## src/rtl/chgstat_pkg.sv

```systemverilog
`timescale 1ns/1ps
package chgstat_pkg;
  localparam int STAT_W     = 9;
  localparam int SYNC_DEPTH = 2;

  localparam int LINK_FAIL_BIT  = 0;
  localparam int SYNC_LOSS_BIT  = 1;
  localparam int CODE_ERR_BIT   = 2;
  localparam int SOS_ERR_BIT    = 3;
  localparam int EOS_ERR_BIT    = 4;
  localparam int POL_REV_BIT    = 5;
  localparam int JABBER_BIT     = 6;
  localparam int SPEED_BIT      = 7;
  localparam int DUPLEX_BIT     = 8;

  typedef struct packed {
    logic primeLoad;
    logic readRefresh;
  } dpCtrl_t;
endpackage

```

## src/rtl/chgstat_sync.sv

```systemverilog
`timescale 1ns/1ps
module chgstat_sync #(
  parameter int W     = 9,
  parameter int DEPTH = 2
) (
  input  logic         clk,
  input  logic         rstN,
  input  logic [W-1:0] din,
  output logic [W-1:0] dout
);
  logic [W-1:0] stage [DEPTH];

  always_ff @(posedge clk or negedge rstN) begin
    if (!rstN) begin
      for (int k = 0; k < DEPTH; k++) stage[k] <= '0;
    end else begin
      stage[0] <= din;
      for (int k = 1; k < DEPTH; k++) stage[k] <= stage[k-1];
    end
  end

  assign dout = stage[DEPTH-1];
endmodule

```

## src/rtl/chgstat_datapath.sv

```systemverilog
`timescale 1ns/1ps
module chgstat_datapath
  import chgstat_pkg::*;
#(
  parameter int W = STAT_W
) (
  input  logic         clk,
  input  logic         rstN,
  input  dpCtrl_t      ctl,
  input  logic [W-1:0] syncVal,
  output logic [W-1:0] heldWord,
  output logic [W-1:0] pendMask,
  output logic         captureAny
);
  logic [W-1:0] captureMask;

  for (genvar b = 0; b < W; b++) begin : g_bit
    logic heldB, pendB, diffB;
    assign diffB = syncVal[b] ^ heldB;
    assign captureMask[b] = !ctl.primeLoad && diffB && (ctl.readRefresh || !pendB);

    always_ff @(posedge clk or negedge rstN) begin
      if (!rstN) begin
        heldB <= 1'b0;
        pendB <= 1'b0;
      end else if (ctl.primeLoad) begin
        heldB <= syncVal[b];
        pendB <= 1'b0;
      end else if (ctl.readRefresh) begin
        heldB <= syncVal[b];
        pendB <= diffB;
      end else if (captureMask[b]) begin
        heldB <= syncVal[b];
        pendB <= 1'b1;
      end
    end

    assign heldWord[b] = heldB;
    assign pendMask[b] = pendB;
  end

  assign captureAny = |captureMask;
endmodule

```

## src/rtl/chgstat_ctrl.sv

```systemverilog
`timescale 1ns/1ps
module chgstat_ctrl
  import chgstat_pkg::*;
#(
  parameter int DEPTH = SYNC_DEPTH
) (
  input  logic    clk,
  input  logic    rstN,
  input  logic    rdStrobe,
  input  logic    ackStrobe,
  input  logic    captureAny,
  output dpCtrl_t ctl,
  output logic    irq
);
  localparam int CW = $clog2(DEPTH + 2);
  localparam logic [CW-1:0] PRIME_LAST = CW'(DEPTH);

  logic [CW-1:0] settleCnt;
  logic          priming;

  assign priming = (settleCnt <= PRIME_LAST);

  always_ff @(posedge clk or negedge rstN) begin
    if (!rstN) begin
      settleCnt <= '0;
      irq       <= 1'b0;
    end else begin
      if (priming) settleCnt <= settleCnt + 1'b1;
      if (captureAny)     irq <= 1'b1;
      else if (ackStrobe) irq <= 1'b0;
    end
  end

  always_comb begin
    ctl.primeLoad   = priming;
    ctl.readRefresh = rdStrobe && !priming;
  end
endmodule

```

## src/rtl/phyChangeStatus.sv

```systemverilog
`timescale 1ns/1ps
module phyChangeStatus
  import chgstat_pkg::*;
#(
  parameter int W     = STAT_W,
  parameter int DEPTH = SYNC_DEPTH
) (
  input  logic         clk,
  input  logic         rstN,
  input  logic [W-1:0] statusIn,
  input  logic         rdStrobe,
  input  logic         ackStrobe,
  output logic [W-1:0] rdData,
  output logic         changeIrq
);
  dpCtrl_t      dpCtl;
  logic [W-1:0] syncLive;
  logic [W-1:0] pendMask;
  logic         captureAny;

  chgstat_sync #(.W(W), .DEPTH(DEPTH)) u_sync (
    .clk(clk), .rstN(rstN), .din(statusIn), .dout(syncLive)
  );

  chgstat_datapath #(.W(W)) u_dp (
    .clk(clk), .rstN(rstN), .ctl(dpCtl), .syncVal(syncLive),
    .heldWord(rdData), .pendMask(pendMask), .captureAny(captureAny)
  );

  chgstat_ctrl #(.DEPTH(DEPTH)) u_ctrl (
    .clk(clk), .rstN(rstN), .rdStrobe(rdStrobe), .ackStrobe(ackStrobe),
    .captureAny(captureAny), .ctl(dpCtl), .irq(changeIrq)
  );
endmodule

```

## config.mk

```make
export PLATFORM = sky130hd
export DESIGN_NAME = phyChangeStatus
export DESIGN_NICKNAME = d
export VERILOG_FILES = /design/src/rtl/chgstat_pkg.sv /design/src/rtl/chgstat_sync.sv /design/src/rtl/chgstat_datapath.sv /design/src/rtl/chgstat_ctrl.sv /design/src/rtl/phyChangeStatus.sv
export SDC_FILE = /design/constraint.sdc
export NUM_CORES = 1
export LEC_CHECK = 0
export BUFFER_PORTS_ARGS = -buffer_cell sky130_fd_sc_hd__buf_2
export CORE_AREA = 2 2 64 66
export DETAILED_ROUTE_END_ITERATION = 16
export DIE_AREA = 0 0 66 68
export GPL_ROUTABILITY_DRIVEN = 0
export PLACE_DENSITY_LB_ADDON = 0.15
export SYNTH_ARGS = -nofsm -noshare
export SYNTH_HDL_FRONTEND = slang
export SYNTH_SLANG_ARGS = --single-unit
```

## constraint.sdc

```tcl
create_clock -name clk -period 1.54 [get_ports clk]
set_input_delay 0.077 -clock clk [delete_from_list [all_inputs] [get_ports clk]]
set_output_delay 0.077 -clock clk [all_outputs]
set_load 0.03 [all_outputs]
```

==> metrics.cfg <==
[status]
status = finished with violations
violations = negative setup slack

[critical_path]
crit_chain = ha_4, or2b_4, a31oi_2, mux2_2
critPathMaxFanout = 7
crit_arrival_ps = 1710
worstSetupEndpointType = register
reg2reg_setup_slack_ps = -4
crit_family = flip-flops
ff2ff_path_depth = 4
crit_buf_inv = 0
cp_num_cells = 4
reg2reg_to = u_dp.g_bit[2].heldB
crit_type = reg2reg
startpoint_type = register
required_ps = 1710
cpMaxStageDelayCell = dfrtp_2
cpPeakStageDelay_ps = 420
r2r-start = u_ctrl.settleCnt[1]

[pwr]
finalPower_mw = 2.33
p_per_area_nw_per_um2 = 1150
vdd_drop_max_mv = 0.625
power.leakage_nw = 0.910

[sta]
fmax_mhz = 648
fin_setup_tns_ps = -6.07
grt_setup_unrepaired = true
finalSetupViolCount = 3
setup_ws_ps = -4.35
period_share = 1.00
skew_ps = 5.61
maxSlewViolCount = 0
hold_viol = 0
fin_crit_ps = 1540
tightest_slew_ps = 472
slew-limit-headroom = 0.685

[clock_network]
clk_latency_ps = 290
cts_tree = built
cts.clk_slew.worst_paths_ps = 70
cts_root_buf = clkbuf_8
cts_inserted_buffers = 5
clock-sinks = 39
clk_path_buf_depth = 2
htree_num_levels = 2
post-cts-setup-buffer-count = 0

[grt]
first_global_vias = 958
grt_max_degree = 40
antenna_found_initial = 0
grt_overflow = 0
grt_pass1_wl_mm = 4.49
track_usage = 0.138

[die]
dieArea_sq_um = 4490
start_util = 0.421
num_rows = 23
coreArea_sq_um = 3860
die_h_microns = 68
num_io_pins = 23
die_w_microns = 66

[synth]
syn-num-nets = 140
syn_avg_cell_area_sq_um = 13.0
yosys-top-cells-count = dfrtp_1 (39), buf_4 (10), nand2_1 (9)
synth_area_leaders = dfrtp_1 (60%), buf_4 (4.6%), mux2_1 (4.2%), xnor2_1 (3.8%), a211oi_2 (3.1%)
yosysMostFrequentCell = dfrtp_1
ys_async_sr_fraction = 1.00
synth_flop_cell = dfrtp_1
ys_ff_latch = 39
synth_top_cell_area_share = 0.601
synthCells = 125
synth_edf_count = 0
synth_cell_types = 31
synth_area_sq_um = 1620
ys_warn_count = 0
synth_top_cell_by_area = dfrtp_1
ys_seq_area_frac = 0.601

[detailed_routing]
drc = 0
antenna_left = 0
vias = 993
wl_mm = 2.64
drt-pass1-iter-count = 4
wl_per_cell_microns = 12.3
drt_first_iter_violations = 33
vias_per_cell = 4.62

[placement]
dp_hpwl_mm = 1.76
io_buffers = 22

[final_layout]
syn_to_final_growth_pct = 25.2
nets = 179
drive_above_1_share = 0.370
fillers = 346
utilization = 0.527
diodes = 0

[hold_path]
worstHoldEndpoint = u_ctrl.irq
hold_start = ackStrobe
hold_path_depth = 4
min_path_type = in2reg

[flow_run]
drv_cap = 0

-- cell type report --
| class | count | area [sq um] | area share |
|---|---|---|---|
| repair buffers | 44 | 300 | 0.148 |
| inverters | 3 | 13.8 | 0.00677 |
| multi-input cells | 71 | 592 | 0.291 |
| clock inverters | 2 | 12.5 | 0.00616 |
| clock buffers | 6 | 72.6 | 0.0357 |
| flip-flops and latches | 39 | 978 | 0.482 |
| well taps | 50 | 62.6 | 0.0308 |
-- cell usage in the layout (no fill, tap or decap), drive strengths merged, types with 2 or more instances in the layout --
cell type    count
and2             2
clkbuf           6
a21oi            8
xnor2            7
inv              3
a21o             6
ha               2
dlygate4sd3     10
nor2             6
mux2             9
a211oi           5
o21ai            3
xor2             3
buf             34
nand2           10
dfrtp           39
-- worst reg2reg max path: cells and delay by family, from the launching register on --
family,cells,cell delay [ps]
AOI/OAI and AO/OA,1,150
adders and majority gates,1,200
DFF,1,420
muxes,1,340
and+or+nand+nor,1,320
-- registers in the layout, indices dropped and copies added, names as in the netlist --
name / cells
u_ctrl.irq: 1
u_ctrl.settleCnt: 2
u_dp.g_bit.heldB: 9
u_dp.g_bit.pendB: 9
u_sync.dout: 9
u_sync.stage: 9
-- cells by family (layout without fill, tap and decap cells) --
group	count (synthesis)	count (layout)	synth area share
xor+xnor	10	10	0.0540
mux	9	9	0.0624
simple gates	22	22	0.0679
flops	39	39	0.601
fa+ha+maj	2	2	0.0154
buf+inv	15	55	0.0632
compound gates	28	28	0.136
-- layer usage --
| metal | vias up | global-route usage | wire, microns |
|---|---|---|---|
| li1 | 499 | - | - |
| met1 | 468 | 0.180 | 1310 |
| met2 | 20 | 0.207 | 1150 |
| met3 | 6 | 0.0526 | 136 |
| met4 | 0 | 0.0612 | 46 |
| met5 | - | 0 | 0 |
-- where the power goes --
part / leakage (nW) / internal, mW / total [mW] / switching (mW)
sequential: 0.437 / 1.13 / 1.21 / 0.0766
combinational: 0.431 / 0.222 / 0.471 / 0.249
clock: 0.0412 / 0.316 / 0.653 / 0.337
-- worst max-delay path by stage --
stage | slack [ps] | to | startpoint
2_1_floorplan | 30 | u_dp.g_bit[1].heldB | u_ctrl.settleCnt[0]
3_3_place_gp | -50 | u_dp.g_bit[2].heldB | u_ctrl.settleCnt[0]
3_5_place_dp | -70 | u_dp.g_bit[2].heldB | u_ctrl.settleCnt[0]
4_1_cts | -4 | u_dp.g_bit[2].heldB | u_ctrl.settleCnt[1]
5_1_grt | -40 | u_dp.g_bit[4].heldB | u_ctrl.settleCnt[1]
6_report | -4 | u_dp.g_bit[2].heldB | u_ctrl.settleCnt[1]
-- timing repair --
action	in CTS	in global routing
hold endpoints to repair	48	0
pin swaps	1	1
hold buffers	10	0
gates resized for setup	4	6
setup endpoints to repair	9	8
-- per-stage QoR --
step	area, sq um	hold WS (ps)	worst slack (ps)	cells
global placement	1790	154	-51.6	197
CTS	2000	91.5	-3.51	215
detailed placement	1790	155	-69.8	197
finish	2030	104	-4.35	215
global route	2030	109	-40.6	215
floorplan	1620	-219	31.3	125
(Power assumes the default switching activity.)
